===== src/rtl/pt_codec_pkg.sv =====
package pt_codec_pkg;

  typedef enum logic {
    POL_NEG = 1'b0,
    POL_POS = 1'b1
  } pol_e;

  typedef struct packed {
    logic valid;
    logic bit_val;
    logic viol;
    logic sym_err;
  } rx_sym_t;

endpackage


===== src/rtl/pt_strobe_delay.sv =====
module pt_strobe_delay #(
  parameter int MAX_OFFSET = 2
) (
  input  logic clk,
  input  logic rst,
  input  logic bit_en,
  input  logic strobe_in,
  input  logic use_offset,
  output logic strobe_out
);

  logic [MAX_OFFSET-1:0] hist;

  generate
    if (MAX_OFFSET == 1) begin : g_single
      always_ff @(posedge clk) begin
        if (rst) hist <= '0;
        else if (bit_en) hist <= strobe_in;
      end
    end else begin : g_chain
      always_ff @(posedge clk) begin
        if (rst) hist <= '0;
        else if (bit_en) hist <= {hist[MAX_OFFSET-2:0], strobe_in};
      end
    end
  endgenerate

  assign strobe_out = use_offset ? hist[MAX_OFFSET-1] : strobe_in;

endmodule


===== src/rtl/pt_encoder.sv =====
module pt_encoder
  import pt_codec_pkg::*;
(
  input  logic clk,
  input  logic rst,
  input  logic bit_en,
  input  logic data_bit,
  input  logic frame_mark,
  output logic line_pos,
  output logic line_neg
);

  pol_e last_pol;

  always_ff @(posedge clk) begin
    if (rst) begin
      line_pos <= 1'b0;
      line_neg <= 1'b0;
      last_pol <= POL_NEG;
    end else if (bit_en) begin
      if (frame_mark) begin
        // repeat the previous polarity to force a violation
        line_pos <= (last_pol == POL_POS);
        line_neg <= (last_pol == POL_NEG);
      end else if (!data_bit) begin
        line_pos <= (last_pol == POL_NEG);
        line_neg <= (last_pol == POL_POS);
        last_pol <= (last_pol == POL_POS) ? POL_NEG : POL_POS;
      end else begin
        line_pos <= 1'b0;
        line_neg <= 1'b0;
      end
    end
  end

endmodule


===== src/rtl/pt_decoder.sv =====
module pt_decoder
  import pt_codec_pkg::*;
(
  input  logic    clk,
  input  logic    rst,
  input  logic    bit_en,
  input  logic    line_pos,
  input  logic    line_neg,
  output rx_sym_t sym
);

  pol_e last_pol;
  pol_e seen_pol;
  logic single;
  logic both;

  assign single   = line_pos ^ line_neg;
  assign both     = line_pos & line_neg;
  assign seen_pol = line_pos ? POL_POS : POL_NEG;

  always_ff @(posedge clk) begin
    if (rst) begin
      sym      <= '0;
      last_pol <= POL_NEG;
    end else begin
      sym.valid   <= bit_en;
      sym.viol    <= bit_en & single & (seen_pol == last_pol);
      sym.sym_err <= bit_en & both;
      if (bit_en) begin
        sym.bit_val <= ~(line_pos | line_neg);
        if (single) last_pol <= seen_pol;
      end
    end
  end

endmodule


===== src/rtl/pt_frame_lock.sv =====
module pt_frame_lock #(
  parameter int FRAME_BITS    = 48,
  parameter int LOCK_FRAMES   = 3,
  parameter int UNLOCK_FRAMES = 2
) (
  input  logic clk,
  input  logic rst,
  input  logic sym_valid,
  input  logic sym_viol,
  output logic locked,
  output logic frame_start
);

  localparam int CNT_W  = $clog2(FRAME_BITS);
  localparam int GOOD_W = $clog2(LOCK_FRAMES + 1);
  localparam int MISS_W = $clog2(UNLOCK_FRAMES + 1);
  localparam logic [CNT_W-1:0]  CNT_LAST  = CNT_W'(FRAME_BITS - 1);
  localparam logic [GOOD_W-1:0] GOOD_LAST = GOOD_W'(LOCK_FRAMES - 1);
  localparam logic [GOOD_W-1:0] GOOD_ONE  = GOOD_W'(1);
  localparam logic [MISS_W-1:0] MISS_LAST = MISS_W'(UNLOCK_FRAMES - 1);
  localparam logic [MISS_W-1:0] MISS_ONE  = MISS_W'(1);

  logic [CNT_W-1:0]  cnt, n_cnt, step_cnt;
  logic [GOOD_W-1:0] good, n_good;
  logic [MISS_W-1:0] miss, n_miss;
  logic              n_locked, n_start, at_mark;

  assign step_cnt = (cnt == CNT_LAST) ? '0 : cnt + CNT_W'(1);
  assign at_mark  = (step_cnt == '0);

  always_comb begin
    n_cnt    = cnt;
    n_good   = good;
    n_miss   = miss;
    n_locked = locked;
    if (sym_valid) begin
      if (locked) begin
        n_cnt = step_cnt;
        if (at_mark) begin
          if (sym_viol) begin
            n_miss = '0;
          end else if (miss == MISS_LAST) begin
            n_locked = 1'b0;
            n_good   = '0;
            n_miss   = '0;
          end else begin
            n_miss = miss + MISS_ONE;
          end
        end
      end else if (good == '0) begin
        if (sym_viol) begin
          n_good = GOOD_ONE;
          n_cnt  = '0;
        end
      end else if (at_mark) begin
        if (sym_viol) begin
          n_cnt = '0;
          if (good == GOOD_LAST) begin
            n_locked = 1'b1;
            n_good   = '0;
            n_miss   = '0;
          end else begin
            n_good = good + GOOD_ONE;
          end
        end else begin
          n_good = '0;
        end
      end else if (sym_viol) begin
        n_good = GOOD_ONE;
        n_cnt  = '0;
      end else begin
        n_cnt = step_cnt;
      end
    end
    n_start = sym_valid & n_locked & (n_cnt == '0);
  end

  always_ff @(posedge clk) begin
    if (rst) begin
      cnt         <= '0;
      good        <= '0;
      miss        <= '0;
      locked      <= 1'b0;
      frame_start <= 1'b0;
    end else begin
      cnt         <= n_cnt;
      good        <= n_good;
      miss        <= n_miss;
      locked      <= n_locked;
      frame_start <= n_start;
    end
  end

endmodule


===== src/rtl/pt_line_codec.sv =====
module pt_line_codec
  import pt_codec_pkg::*;
#(
  parameter int FRAME_BITS    = 48,
  parameter int LOCK_FRAMES   = 3,
  parameter int UNLOCK_FRAMES = 2,
  parameter int MAX_OFFSET    = 2
) (
  input  logic clk,
  input  logic rst,
  input  logic bit_en,
  input  logic tx_bit,
  input  logic tx_frame,
  input  logic tx_offset_en,
  output logic tx_pos,
  output logic tx_neg,
  input  logic rx_pos,
  input  logic rx_neg,
  output logic rx_valid,
  output logic rx_bit,
  output logic rx_viol,
  output logic rx_sym_err,
  output logic rx_locked,
  output logic rx_frame_start
);

  logic    mark_eff;
  rx_sym_t dec_sym;
  rx_sym_t out_sym;

  pt_strobe_delay #(.MAX_OFFSET(MAX_OFFSET)) u_delay (
    .clk(clk), .rst(rst), .bit_en(bit_en),
    .strobe_in(tx_frame), .use_offset(tx_offset_en), .strobe_out(mark_eff)
  );

  pt_encoder u_enc (
    .clk(clk), .rst(rst), .bit_en(bit_en),
    .data_bit(tx_bit), .frame_mark(mark_eff),
    .line_pos(tx_pos), .line_neg(tx_neg)
  );

  pt_decoder u_dec (
    .clk(clk), .rst(rst), .bit_en(bit_en),
    .line_pos(rx_pos), .line_neg(rx_neg), .sym(dec_sym)
  );

  pt_frame_lock #(
    .FRAME_BITS(FRAME_BITS), .LOCK_FRAMES(LOCK_FRAMES), .UNLOCK_FRAMES(UNLOCK_FRAMES)
  ) u_lock (
    .clk(clk), .rst(rst), .sym_valid(dec_sym.valid), .sym_viol(dec_sym.viol),
    .locked(rx_locked), .frame_start(rx_frame_start)
  );

  // align decoded symbols with the aligner's registered outputs
  always_ff @(posedge clk) begin
    if (rst) out_sym <= '0;
    else     out_sym <= dec_sym;
  end

  assign rx_valid   = out_sym.valid;
  assign rx_bit     = out_sym.bit_val;
  assign rx_viol    = out_sym.viol;
  assign rx_sym_err = out_sym.sym_err;

endmodule


===== config.mk =====
export PLATFORM = sky130hd
export DESIGN_NAME = pt_line_codec
export DESIGN_NICKNAME = d
export VERILOG_FILES = /design/src/rtl/pt_codec_pkg.sv /design/src/rtl/pt_strobe_delay.sv /design/src/rtl/pt_encoder.sv /design/src/rtl/pt_decoder.sv /design/src/rtl/pt_frame_lock.sv /design/src/rtl/pt_line_codec.sv
export SDC_FILE = /design/constraint.sdc
export NUM_CORES = 1
export LEC_CHECK = 0
export ABC_AREA = 1
export CAP_MARGIN = 20
export CORE_MARGIN = 4
export CORE_UTILIZATION = 45
export DETAILED_ROUTE_END_ITERATION = 16
export GPL_ROUTABILITY_DRIVEN = 0
export GPL_TIMING_DRIVEN = 0
export PLACE_DENSITY = 0.66
export RECOVER_POWER = 50
export SYNTH_ARGS = -nofsm -noshare
export SYNTH_HDL_FRONTEND = slang
export SYNTH_SLANG_ARGS = --single-unit

===== constraint.sdc =====
create_clock -name clk -period 2.5 [get_ports clk]
set_clock_uncertainty 0.15 [all_clocks]
set_input_delay 0.5 -clock clk [delete_from_list [all_inputs] [get_ports clk]]
set_output_delay 0.5 -clock clk [all_outputs]
set_load 0.1 [all_outputs]

==> results.yml <==
critical_path:
  r2r_cells: 10
  crit_path_top_delay_cell: "clkdlybuf4s50_1"
  slowest_delay_ns: 1.13
  worstPathMaxFanout: 1
  reg2reg_from: "u_lock.cnt[0]$_SDFF_PP0_"
  arrival_ns: 1.78
  worst-path-stages: 1
  cp-start-kind: "flop"
  crit_chain: "clkdlybuf4s50_1"
  worstPathRequired_ns: 1.85
  path_class: "reg2out"
  crit_path_end_kind: "output pin"
  crit_family: "buffers and inverters"
  worst-path-buf-inv: 1
  reg2reg_to: "u_lock.miss[0]$_SDFFE_PP0P_"
  ff2ff_setup_slack_ns: 0.28
yosys:
  synth_edf_count: 0
  yosys.area.top_type: "dfxtp_1"
  synth_nets: 207
  netlist_area_mm2: 0.00136
  yosys.area.top_type_share_pct: 38.3
  ys_seq_elements: 26
  ys.flop_type: "dfxtp_1"
  yosys_warnings: 0
  yosysSeqAreaShare_pct: 38.3
  ys_async_sr_fraction_pct: 0
  synth_cell_types: 30
  synthCells: 196
  synth.area.top_cells: "dfxtp_1, nand2_1, nor2_1"
  synth_area_per_cell_um2: 6.93
sta:
  tightest_slew_ns: 0.968
  max_slew_margin_pct: 35.3
  setup_viol: 0
  max_freq_mhz: 412
  fin_crit_ns: 2.43
  hold_viol_final: 0
  final.period_utilization_pct: 97.0
  rsz0062_at_grt: "no"
  tns_ns: 0
  slew_violations: 0
placed_design:
  dpl.hpwl_um: 2160
  place.port_buffers: 14
detailed_routing:
  vias: 1274
  viasPerCell: 5.20
  met2WireLength_um: 1420
  routed.top_layer: "met3"
  met1Wirelength_um: 1230
  first_iter_violations: 130
  drc: 0
  ant_nets: 0
  wl_per_cell_um: 11.3
  drt_wl_total_um: 2760
  wl_met3_um: 107
  dr.pass1.iters: 4
global_route:
  overflow: 0
  grt_antenna_before_repair: 0
  grt_usage_pct: 14.5
  grt_max_degree: 16
  grt_pass1_wl_um: 4880
  grt_pass1_vias: 1189
pwr:
  p_comb_share_pct: 16.4
  p_per_area_mw_per_mm2: 551
  power_frac_seq_pct: 51.2
  ir_drop_uv: 402
  leakagePower_nw: 0.725
  pwr-share-clk_pct: 32.3
  p_int_w: 0.000643
  switching_share_pct: 26.5
  p_switching_w: 0.000231
cts:
  cts_setup_buffers: 0
  cts_buffers: 3
  clockBufferDepth: 2
  clk_pin_slew_worst_paths_ns: 0.13
  clock_latency_ns: 0.31
  cts.sinks: 26
  cts.hold.buffers_added: 0
  cts_tree: "yes"
  root_buffer: "clkbuf_4"
  cts_max_level: 1
run:
  max_cap_viol_count: 0
finish:
  n_antenna_cell: 0
  area_delta_synth_final_pct: 17.0
  drive_gt1_share_pct: 9.35
  finalCoreUtilization_pct: 56.1
  layout.nets: 226
floorplanning:
  core_area_mm2: 0.00283
  die_h_um: 62.9
  die_w_um: 62.9
  rows: 19
  pin_count: 16
  start_util_pct: 48.0
  die_area_mm2: 0.00396
worst_hold_path:
  worstHoldEndpoint: "rx_sym_err$_SDFF_PP0_"
  hold_depth: 2
  min-delay-start: "u_dec.sym[0]$_SDFF_PP0_"
  hp-class: "reg2reg"
outcome:
  status: "finished, final reports clean"
-- layout by cell type, fill, tap and decap left out, types with 2 or more instances in the layout --
cell type / count
a21oi_1: 12
buf_6: 2
clkbuf_1: 4
clkbuf_4: 3
clkdlybuf4s50_1: 8
dfxtp_1: 26
dlygate4sd3_1: 3
dlymetal6s2s_1: 2
ha_1: 3
inv_1: 24
inv_2: 2
nand2_1: 35
nand2_2: 2
nand2_4: 2
nand3_1: 19
nand3_2: 2
nor2_1: 34
nor3_1: 4
o21ai_0: 11
-- registers in the layout, summed over array words and instances, names as in the netlist --
signal and flops:
rx_bit 1, rx_sym_err 1, rx_valid 1, rx_viol 1
u_dec.last_pol 1, u_dec.sym 4, u_delay.hist 2, u_enc.last_pol 1
u_enc.line_neg 1, u_enc.line_pos 1, u_lock.cnt 6, u_lock.frame_start 1
u_lock.good 2, u_lock.locked 1, u_lock.miss 2
-- layout make-up --
type	instances	area, um2
inverter	26	97.6
clock inverter	1	30.0
timing repair buffer	14	144
buffer	6	37.5
sequential	26	520
fill	265	1240
clock buffer	3	22.5
multi-input combinational	138	697
tap	31	38.8
-- Yosys cell counts, types with 2 or more instances --
master / instances
dfxtp_1: 26
nor2_2: 3
nand2_1: 35
nand3_1: 19
nand3_2: 2
buf_6: 2
inv_2: 2
nor2_1: 32
nand2_4: 2
a21oi_1: 12
o21ai_0: 11
inv_1: 24
nor3_1: 4
clkbuf_1: 3
ha_1: 3
nand2_2: 2
-- worst max path at each step --
stage                                             start                       endpoint  slack (ns)
final                                 rx_bit$_SDFF_PP0_                         rx_bit        0.07
after global routing      u_lock.frame_start$_SDFF_PP0_                 rx_frame_start       0.003
after CTS                   u_enc.line_pos$_SDFFE_PP0P_                         tx_pos        0.01
after detailed placement       u_lock.locked$_SDFF_PP0_                      rx_locked        0.20
after global placement         u_lock.locked$_SDFF_PP0_                      rx_locked        0.21
after floorplan                u_lock.locked$_SDFF_PP0_  u_lock.frame_start$_SDFF_PP0_        0.27
-- what timing repair did --
| item | 4_1_cts | 5_1_grt |
|---|---|---|
| pin swaps | 0 | 0 |
| endpoints found under the hold margin | 0 | 0 |
| endpoints found under the setup margin | 1 | 2 |
| resized for setup | 1 | 2 |
-- cells by family after synthesis --
logic type,count (synthesis),synth area share [%]
xor gates and xnor gates,1,0.645
AOI/OAI and AO/OA,31,13.3
adders and majority gates,3,2.77
and+or+nand+nor,102,34.2
DFF,26,38.3
muxes,1,0.829
buffers and inverters,32,9.95
-- power groups by stage --
stage	logic [W]	clock network, W	registers, W
2_1_floorplan	0.0000787	0	0.000484
3_3_place_gp	0.000141	0	0.000456
3_5_place_dp	0.000145	0	0.000456
4_1_cts	0.000145	0.000293	0.000448
5_1_grt	0.000159	0.000312	0.000451
6_report	0.000144	0.000283	0.000448
-- per-stage QoR --
stage	power (W)	instances	cell area, um2	hold slack, ns	setup slack [ns]
final	0.000874	245	1590	0.261	0.0740
after global routing	0.000921	245	1590	0.306	0.00330
after floorplan	0.000562	196	1360	0.238	0.273
after global placement	0.000597	241	1540	0.240	0.212
after detailed placement	0.000602	241	1540	0.244	0.201
after CTS	0.000886	245	1590	0.262	0.00954
-- metal layers --
metal  vias to the layer above  global-route usage (%)
met5                         -                       0
met4                         0                    4.13
met3                         0                    1.98
met2                        30                    27.3
met1                       579                    16.9
li1                        665                       -
Power figures use the tool's default switching activity.
